<file path="src/rtl/cfgdma_pkg.sv">
package cfgdma_pkg;
  localparam logic [63:0] SIGNATURE = 64'h5145_4d55_2043_4647;

  localparam int ADDR_W     = 64;
  localparam int LEN_W      = 32;
  localparam int KEY_W      = 16;
  localparam int CTRL_W     = 32;
  localparam int DESC_BYTES = 16;
  localparam int STAT_BYTES = 4;
  localparam int DESC_W     = DESC_BYTES * 8;
  localparam int IDX_W      = $clog2(DESC_BYTES);

  // control word bit positions (software visible)
  localparam int CB_ERR  = 0;
  localparam int CB_RD   = 1;
  localparam int CB_SKIP = 2;
  localparam int CB_SEL  = 3;
  localparam int CB_WR   = 4;

  typedef enum logic [2:0] {
    ST_IDLE, ST_FETCH, ST_SETUP, ST_XFER, ST_STATUS
  } run_state_t;

  typedef enum logic [1:0] {
    OP_NONE, OP_READ, OP_WRITE, OP_SKIP
  } item_op_t;
endpackage

</file>
<file path="src/rtl/cfgdma_regs.sv">
module cfgdma_regs
  import cfgdma_pkg::*;
(
  input  logic              clk,
  input  logic              rst_n,
  input  logic              reg_wr,
  input  logic [2:0]        reg_addr,
  input  logic [3:0]        reg_size,
  input  logic [63:0]       reg_wdata,
  output logic [63:0]       reg_rdata,
  input  logic              busy,
  output logic              start,
  output logic [ADDR_W-1:0] desc_addr
);
  logic [63:0] addr_q, addr_d;
  logic        start_q, start_d;
  logic        wr_hi, wr_lo, wr_all, blocked;
  logic [4:0]  span;
  logic [4:0]  rshift;
  logic [63:0] mask;

  assign blocked = busy | start_q;
  assign wr_hi   = reg_wr && reg_size == 4'd4 && reg_addr == 3'd0;
  assign wr_lo   = reg_wr && reg_size == 4'd4 && reg_addr == 3'd4;
  assign wr_all  = reg_wr && reg_size == 4'd8 && reg_addr == 3'd0;

  always_comb begin
    addr_d  = addr_q;
    start_d = 1'b0;
    if (!blocked) begin
      if (wr_hi) begin
        addr_d = {reg_wdata[31:0], addr_q[31:0]};
      end else if (wr_lo) begin
        addr_d  = {addr_q[63:32], reg_wdata[31:0]};
        start_d = 1'b1;
      end else if (wr_all) begin
        addr_d  = reg_wdata;
        start_d = 1'b1;
      end
    end
  end

  always_ff @(posedge clk or negedge rst_n) begin
    if (!rst_n) begin
      addr_q  <= '0;
      start_q <= 1'b0;
    end else begin
      addr_q  <= addr_d;
      start_q <= start_d;
    end
  end

  // signature slice: most significant byte sits at offset 0
  assign span   = {2'b00, reg_addr} + {1'b0, reg_size};
  assign rshift = 5'd8 - span;
  assign mask   = ~({64{1'b1}} << {reg_size, 3'b000});

  always_comb begin
    if (span > 5'd8 || reg_size == 4'd0) reg_rdata = '0;
    else reg_rdata = (SIGNATURE >> {rshift, 3'b000}) & mask;
  end

  assign start     = start_q;
  assign desc_addr = addr_q[ADDR_W-1:0];
endmodule

</file>
<file path="src/rtl/cfgdma_cursor.sv">
module cfgdma_cursor
  import cfgdma_pkg::*;
(
  input  logic             clk,
  input  logic             rst_n,
  input  logic             pio_sel,
  input  logic [KEY_W-1:0] pio_key,
  input  logic             pio_step,
  input  logic             dma_sel,
  input  logic [KEY_W-1:0] dma_key,
  input  logic             dma_adv,
  input  logic [LEN_W-1:0] dma_adv_n,
  input  logic             item_present,
  input  logic [LEN_W-1:0] item_size,
  output logic [KEY_W-1:0] cur_key,
  output logic [LEN_W-1:0] cur_off
);
  logic [KEY_W-1:0] key_q, key_d;
  logic [LEN_W-1:0] off_q, off_d;

  // engine actions win over the register-side port
  always_comb begin
    key_d = key_q;
    off_d = off_q;
    if (dma_sel) begin
      key_d = dma_key;
      off_d = '0;
    end else if (dma_adv) begin
      off_d = off_q + dma_adv_n;
    end else if (pio_sel) begin
      key_d = pio_key;
      off_d = '0;
    end else if (pio_step && item_present && off_q < item_size) begin
      off_d = off_q + LEN_W'(1);
    end
  end

  always_ff @(posedge clk or negedge rst_n) begin
    if (!rst_n) begin
      key_q <= '0;
      off_q <= '0;
    end else begin
      key_q <= key_d;
      off_q <= off_d;
    end
  end

  assign cur_key = key_q;
  assign cur_off = off_q;
endmodule

</file>
<file path="src/rtl/cfgdma_engine.sv">
module cfgdma_engine
  import cfgdma_pkg::*;
(
  input  logic              clk,
  input  logic              rst_n,
  input  logic              start,
  input  logic [ADDR_W-1:0] start_addr,
  output logic              busy,
  output logic              dma_sel,
  output logic [KEY_W-1:0]  dma_key,
  output logic              dma_adv,
  output logic [LEN_W-1:0]  dma_adv_n,
  input  logic [LEN_W-1:0]  cur_off,
  input  logic              item_present,
  input  logic [LEN_W-1:0]  item_size,
  input  logic              item_writable,
  input  logic [7:0]        item_byte,
  output logic              item_wr,
  output logic [7:0]        item_wdata,
  output logic              mem_req,
  output logic              mem_we,
  output logic [ADDR_W-1:0] mem_addr,
  output logic [7:0]        mem_wdata,
  input  logic [7:0]        mem_rdata,
  input  logic              mem_ack,
  input  logic              mem_err
);
  run_state_t        st_q, st_d;
  item_op_t          op_q, op_d;
  logic [IDX_W-1:0]  idx_q, idx_d;
  logic [ADDR_W-1:0] base_q, base_d, tgt_q, tgt_d;
  logic [DESC_W-1:0] sr_q, sr_d;
  logic [LEN_W-1:0]  rem_q, rem_d;
  logic              err_q, err_d;

  logic [CTRL_W-1:0] ctrl;
  logic              exhausted, loop_done;
  logic [LEN_W-1:0]  left, chunk;

  assign ctrl      = sr_q[DESC_W-1 -: CTRL_W];
  assign exhausted = !item_present || cur_off >= item_size;
  assign left      = item_size - cur_off;
  assign chunk     = (rem_q < left) ? rem_q : left;
  assign loop_done = rem_q == '0 || err_q;

  always_comb begin
    st_d = st_q;  op_d = op_q;  idx_d = idx_q;  base_d = base_q;
    tgt_d = tgt_q;  sr_d = sr_q;  rem_d = rem_q;  err_d = err_q;
    mem_req = 1'b0;  mem_we = 1'b0;  mem_addr = tgt_q;  mem_wdata = '0;
    dma_sel = 1'b0;  dma_key = ctrl[31:16];
    dma_adv = 1'b0;  dma_adv_n = LEN_W'(1);
    item_wr = 1'b0;  item_wdata = mem_rdata;
    unique case (st_q)
      ST_IDLE: begin
        if (start) begin
          base_d = start_addr;
          idx_d  = '0;
          err_d  = 1'b0;
          st_d   = ST_FETCH;
        end
      end
      ST_FETCH: begin
        mem_req  = 1'b1;
        mem_addr = base_q + ADDR_W'(idx_q);
        if (mem_ack) begin
          if (mem_err) begin
            err_d = 1'b1;
            idx_d = '0;
            st_d  = ST_STATUS;
          end else begin
            sr_d  = {sr_q[DESC_W-9:0], mem_rdata};
            idx_d = idx_q + IDX_W'(1);
            if (idx_q == IDX_W'(DESC_BYTES - 1)) st_d = ST_SETUP;
          end
        end
      end
      ST_SETUP: begin
        rem_d   = sr_q[ADDR_W +: LEN_W];
        tgt_d   = sr_q[ADDR_W-1:0];
        err_d   = ctrl[CB_ERR];
        dma_sel = ctrl[CB_SEL];
        idx_d   = '0;
        if (ctrl[CB_RD])        op_d = OP_READ;
        else if (ctrl[CB_WR])   op_d = OP_WRITE;
        else if (ctrl[CB_SKIP]) op_d = OP_SKIP;
        else                    op_d = OP_NONE;
        st_d = (op_d == OP_NONE) ? ST_STATUS : ST_XFER;
      end
      ST_XFER: begin
        if (loop_done) begin
          st_d = ST_STATUS;
        end else begin
          unique case (op_q)
            OP_READ: begin
              mem_req   = 1'b1;
              mem_we    = 1'b1;
              mem_wdata = exhausted ? 8'h00 : item_byte;
              if (mem_ack) begin
                if (mem_err) begin
                  err_d = 1'b1;
                end else begin
                  rem_d   = rem_q - LEN_W'(1);
                  tgt_d   = tgt_q + ADDR_W'(1);
                  dma_adv = !exhausted;
                end
              end
            end
            OP_SKIP: begin
              if (exhausted) begin
                rem_d = '0;
              end else begin
                rem_d     = rem_q - chunk;
                tgt_d     = tgt_q + ADDR_W'(chunk);
                dma_adv   = 1'b1;
                dma_adv_n = chunk;
              end
            end
            OP_WRITE: begin
              if (exhausted || !item_writable) begin
                err_d = 1'b1;
              end else begin
                mem_req = 1'b1;
                if (mem_ack) begin
                  if (mem_err) begin
                    err_d = 1'b1;
                  end else begin
                    item_wr = 1'b1;
                    dma_adv = 1'b1;
                    rem_d   = rem_q - LEN_W'(1);
                    tgt_d   = tgt_q + ADDR_W'(1);
                  end
                end
              end
            end
            default: st_d = ST_STATUS;
          endcase
        end
      end
      ST_STATUS: begin
        mem_req   = 1'b1;
        mem_we    = 1'b1;
        mem_addr  = base_q + ADDR_W'(idx_q);
        mem_wdata = (idx_q == IDX_W'(STAT_BYTES - 1)) ? {7'b0, err_q} : 8'h00;
        if (mem_ack) begin
          idx_d = idx_q + IDX_W'(1);
          if (mem_err || idx_q == IDX_W'(STAT_BYTES - 1)) st_d = ST_IDLE;
        end
      end
      default: st_d = ST_IDLE;
    endcase
  end

  always_ff @(posedge clk or negedge rst_n) begin
    if (!rst_n) begin
      st_q <= ST_IDLE;  op_q <= OP_NONE;  idx_q <= '0;  base_q <= '0;
      tgt_q <= '0;  sr_q <= '0;  rem_q <= '0;  err_q <= 1'b0;
    end else begin
      st_q <= st_d;  op_q <= op_d;  idx_q <= idx_d;  base_q <= base_d;
      tgt_q <= tgt_d;  sr_q <= sr_d;  rem_q <= rem_d;  err_q <= err_d;
    end
  end

  assign busy = st_q != ST_IDLE;
endmodule

</file>
<file path="src/rtl/cfgdma.sv">
module cfgdma
  import cfgdma_pkg::*;
(
  input  logic              clk,
  input  logic              rst_n,
  input  logic              reg_wr,
  input  logic [2:0]        reg_addr,
  input  logic [3:0]        reg_size,
  input  logic [63:0]       reg_wdata,
  output logic [63:0]       reg_rdata,
  output logic              busy,
  input  logic              pio_sel,
  input  logic [KEY_W-1:0]  pio_key,
  input  logic              pio_step,
  output logic [KEY_W-1:0]  item_key,
  output logic [LEN_W-1:0]  item_offset,
  input  logic              item_present,
  input  logic [LEN_W-1:0]  item_size,
  input  logic              item_writable,
  input  logic [7:0]        item_byte,
  output logic              item_wr,
  output logic [7:0]        item_wdata,
  output logic              mem_req,
  output logic              mem_we,
  output logic [ADDR_W-1:0] mem_addr,
  output logic [7:0]        mem_wdata,
  input  logic [7:0]        mem_rdata,
  input  logic              mem_ack,
  input  logic              mem_err
);
  logic              start;
  logic [ADDR_W-1:0] desc_addr;
  logic              dma_sel, dma_adv;
  logic [KEY_W-1:0]  dma_key;
  logic [LEN_W-1:0]  dma_adv_n;

  cfgdma_regs u_regs (
    .clk(clk), .rst_n(rst_n), .reg_wr(reg_wr), .reg_addr(reg_addr),
    .reg_size(reg_size), .reg_wdata(reg_wdata), .reg_rdata(reg_rdata),
    .busy(busy), .start(start), .desc_addr(desc_addr)
  );

  cfgdma_cursor u_cursor (
    .clk(clk), .rst_n(rst_n), .pio_sel(pio_sel), .pio_key(pio_key),
    .pio_step(pio_step), .dma_sel(dma_sel), .dma_key(dma_key),
    .dma_adv(dma_adv), .dma_adv_n(dma_adv_n), .item_present(item_present),
    .item_size(item_size), .cur_key(item_key), .cur_off(item_offset)
  );

  cfgdma_engine u_engine (
    .clk(clk), .rst_n(rst_n), .start(start), .start_addr(desc_addr),
    .busy(busy), .dma_sel(dma_sel), .dma_key(dma_key), .dma_adv(dma_adv),
    .dma_adv_n(dma_adv_n), .cur_off(item_offset), .item_present(item_present),
    .item_size(item_size), .item_writable(item_writable),
    .item_byte(item_byte), .item_wr(item_wr), .item_wdata(item_wdata),
    .mem_req(mem_req), .mem_we(mem_we), .mem_addr(mem_addr),
    .mem_wdata(mem_wdata), .mem_rdata(mem_rdata), .mem_ack(mem_ack),
    .mem_err(mem_err)
  );
endmodule

</file>
<file path="config.mk">
export PLATFORM = sky130hd
export DESIGN_NAME = cfgdma
export DESIGN_NICKNAME = d
export VERILOG_FILES = /design/src/rtl/cfgdma_pkg.sv /design/src/rtl/cfgdma_regs.sv /design/src/rtl/cfgdma_cursor.sv /design/src/rtl/cfgdma_engine.sv /design/src/rtl/cfgdma.sv
export SDC_FILE = /design/constraint.sdc
export NUM_CORES = 1
export LEC_CHECK = 0
export BUFFER_PORTS_ARGS = -buffer_cell sky130_fd_sc_hd__buf_2
export CAP_MARGIN = 20
export CORE_ASPECT_RATIO = 0.75
export CORE_UTILIZATION = 55
export CTS_BUF_LIST = sky130_fd_sc_hd__clkbuf_8
export DETAILED_ROUTE_END_ITERATION = 8
export PLACE_DENSITY = 0.75
export SYNTH_ARGS = -nofsm -noshare
export SYNTH_HDL_FRONTEND = slang
export SYNTH_HIERARCHICAL = 1
export SYNTH_SLANG_ARGS = --single-unit
</file>
<file path="constraint.sdc">
create_clock -name clk -period 22.5 [get_ports clk]
set_clock_uncertainty 0.15 [all_clocks]
set_input_delay 1.125 -clock clk [delete_from_list [all_inputs] [get_ports clk]]
set_output_delay 1.125 -clock clk [all_outputs]
set_load 0.005 [all_outputs]
</file>
==> results.py <==
metrics = {
    "status": {
        "status": "finished, final reports clean",
    },
    "timing": {
        "fin_crit_sh": 0.404,
        "period_needed_ns": 9.10,
        "worstMarginPinSlew_ns": 1.15,
        "hold_viol_final": 0,
        "slew_viol_final": 0,
        "fin_tns_setup_ns": 0,
        "whs_ns": 0.328,
        "fmax_mhz": 110,
        "setup_viol": 0,
        "setup_ws_ns": 13.40,
        "slew_headroom": 0.221,
        "grt_setup_unrepaired": "no",
    },
    "floorplan": {
        "core_area_um2": 56400,
        "core.rowCount": 75,
        "die_w_um": 279,
        "initial_core_util": 0.561,
        "die_h_um": 210,
        "die_area_um2": 58500,
        "ios": 340,
    },
    "grt": {
        "antenna_found_initial": 1,
        "grt_pass1_vias": 26436,
        "grt_pass1_wl_mm": 150,
        "grt_use_total": 0.325,
        "grt_remaining_overflow": 0,
        "grt_max_degree": 156,
    },
    "finish": {
        "n_fill_cell": 4999,
        "area_growth_pct": 10.1,
        "drive_above_1_share": 0.194,
        "fin_nets": 4209,
    },
    "detailed_routing": {
        "via_count": 29218,
        "wl_mm": 96.7,
        "first_iter_violations": 3536,
        "dr.pass1.iters": 6,
        "post-route-drc-count": 0,
        "ant_nets": 0,
        "via_per_inst": 6.24,
        "wire_per_inst_um": 20.7,
    },
    "synth": {
        "ys.flop_type": "dfrtp_1",
        "netlist_area_um2": 31600,
        "synthTopCellsByArea": "dfrtp_1, mux2_2, ha_1, o21ai_0, a21oi_1",
        "ys_ff_latch": 411,
        "avgSynthCellArea_um2": 8.66,
        "yosysTopAreaCell": "dfrtp_1",
        "yosysWarnings": 6,
        "yosysSeqAreaShare": 0.325,
        "synthCells": 3653,
        "yosysTopAreaCellShare": 0.325,
        "ys_async_sr_fraction": 1.00,
        "synth_edf_count": 0,
        "synth.distinct_cells": 103,
    },
    "clocking": {
        "cts_resized": 0,
        "cts_setup_buffers": 0,
        "cts_root_buf": "clkbuf_8",
        "cts_made_buffers": 72,
        "cts_tree": "built",
        "clock_latency_ns": 0.69,
        "cts_num_sinks": 411,
        "path_clk_slew_ns": 0.06,
        "clock_path_buffers": 3,
        "htreeDepth": 3,
        "hold_buffers": 0,
    },
    "setup_path": {
        "worst_setup_path_end_kind": "register",
        "r2r_setup_slack_ns": 13.40,
        "slowest_delay_ns": 0.79,
        "ff2ff_path_depth": 36,
        "start_kind": "register",
        "r2r_end": "u_engine/rem_q[30]",
        "setup.worst_path.end": "u_engine/rem_q[30]",
        "crit_arrival_ns": 9.48,
        "critPathSlowestCell": "a2111oi_0",
        "critPathMaxFanout": 41,
        "critPathKind": "register to register",
        "cp-startpoint": "u_cursor/cur_off[8]",
        "required_ns": 22.88,
        "crit_top_cell": "o21ai_0",
        "timing.rr.start": "u_cursor/cur_off[8]",
    },
    "placed_design": {
        "port_buffers": 319,
        "hpwlAfterDp_mm": 72.2,
        "post-place-ws_ns": 13.14,
        "gp_congestion": 0.979,
    },
    "power": {
        "power_density_nw_per_um2": 92.4,
        "irDropWorstVdd_mv": 0.0756,
        "leakage_nw": 16.8,
    },
    "job": {
        "drv_cap": 0,
    },
    "worst_hold_path": {
        "min_path_type": "register to register",
    },
}
-- sequential cells by signal (all words and copies together) (netlist names) --
signal,cells
u_engine/st_q,3
u_engine/rem_q,32
u_engine/base_q,64
u_engine/op_q,2
u_cursor/cur_off,32
u_regs/start,1
u_engine/err_q,1
u_regs/desc_addr,64
u_engine/sr_q,128
u_engine/tgt_q,64
u_engine/idx_q,4
u_cursor/cur_key,16
-- cells in the final DEF (no fill, tap or decap), types with 20 or more instances in the layout --
master      n
and3_1     62
nand3_1   111
o21ai_0   282
o211ai_1   23
inv_1     175
conb_1     20
nand2b_1   27
buf_2     318
xor2_1     90
dfrtp_1   411
buf_4      28
a21oi_1   276
nor4_1     28
nor2_1    292
nor2b_1    23
nand2_1   328
xnor2_1   105
mux2_2    239
and2_1     31
a21o_1     96
mux2i_1    68
nand4_1    50
and4_1     21
a31oi_1    44
ha_1      204
clkbuf_8   91
o22ai_1    20
a211oi_1   37
o21a_1     22
nor3_1     88
-- cell usage after synthesis, drive strengths merged, types with 68 or more instances --
| cell | number |
|---|---|
| mux2 | 239 |
| a21oi | 277 |
| mux2i | 68 |
| buf | 106 |
| clkbuf | 135 |
| dfrtp | 411 |
| ha | 204 |
| nand3 | 111 |
| nand2 | 330 |
| nor3 | 90 |
| xor2 | 90 |
| a21o | 97 |
| nor2 | 295 |
| inv | 159 |
| o21ai | 294 |
| xnor2 | 105 |
-- worst max-delay path: cells and delay by family (launching register included) --
family / cells / cell delay, ns
AO/OA/AOI/OAI: 23 / 5.55
adder cells (fa/ha/maj): 4 / 1.26
buffers and inverters: 5 / 0.78
flip-flops: 1 / 0.59
AND/OR/NAND/NOR: 2 / 0.28
XOR/XNOR: 2 / 0.32
-- layer usage --
| metal | GRT usage | wire length (µm) | up-vias |
|---|---|---|---|
| met4 | 0.0779 | 2020 | 0 |
| met2 | 0.460 | 40800 | 1367 |
| met5 | 0 | 0 | - |
| li1 | - | - | 13586 |
| met3 | 0.0680 | 9540 | 151 |
| met1 | 0.499 | 44300 | 14114 |
-- cell families (layout without fill, tap and decap cells) --
kind of cell | count (synthesis) | in the layout | synth area share
xor gates and xnor gates | 195 | 195 | 0.0540
DFF | 411 | 411 | 0.325
other | 1 | 22 | 0.000119
and+or+nand+nor | 1139 | 1139 | 0.174
muxes | 307 | 307 | 0.107
buffers and inverters | 400 | 635 | 0.0585
adders and majority gates | 210 | 210 | 0.0845
AOI/OAI and AO/OA | 990 | 990 | 0.197
-- metrics by stage --
stage,power (mW),utilization,cells,instance area [µm²]
after floorplan,2.02,-,3672,31700
after global placement,2.44,0.590,4549,33300
after detailed placement,2.46,0.590,4549,33300
after CTS,3.19,0.617,4675,34800
after global routing,3.41,0.617,4677,34800
final,3.22,0.617,4679,34800
-- report_power, final --
part	switching, mW	internal [mW]
Clock	0.333	0.389
Sequential	0.212	0.894
Combinational	0.814	0.575
-- cell type report --
type	count	area (µm²)	share of cell area
multi-input cells	2861	19600	0.563
flip-flops and latches	411	10300	0.295
repair buffers	350	1860	0.0535
clock buffers	91	1250	0.0360
well taps	770	963	0.0277
inverters	159	597	0.0171
clock inverters	35	236	0.00679
diodes	2	5.00	0.000144
-- worst min-delay path by stage --
stage | slack, ns | endpoint | start | depth (start not counted)
after global placement | 0.31 | u_cursor/cur_key[12] | u_cursor/cur_key[12] | 2
after CTS | 0.33 | u_cursor/cur_key[12] | u_cursor/cur_key[12] | 2
after detailed placement | 0.32 | u_cursor/cur_key[12] | u_cursor/cur_key[12] | 2
after floorplan | 0.29 | u_engine/base_q[13] | u_regs/desc_addr[13] | 2
after global routing | 0.36 | u_cursor/cur_key[13] | u_cursor/cur_key[13] | 2
final | 0.33 | u_cursor/cur_key[15] | u_cursor/cur_key[15] | 2
(Power assumes the default switching activity.)
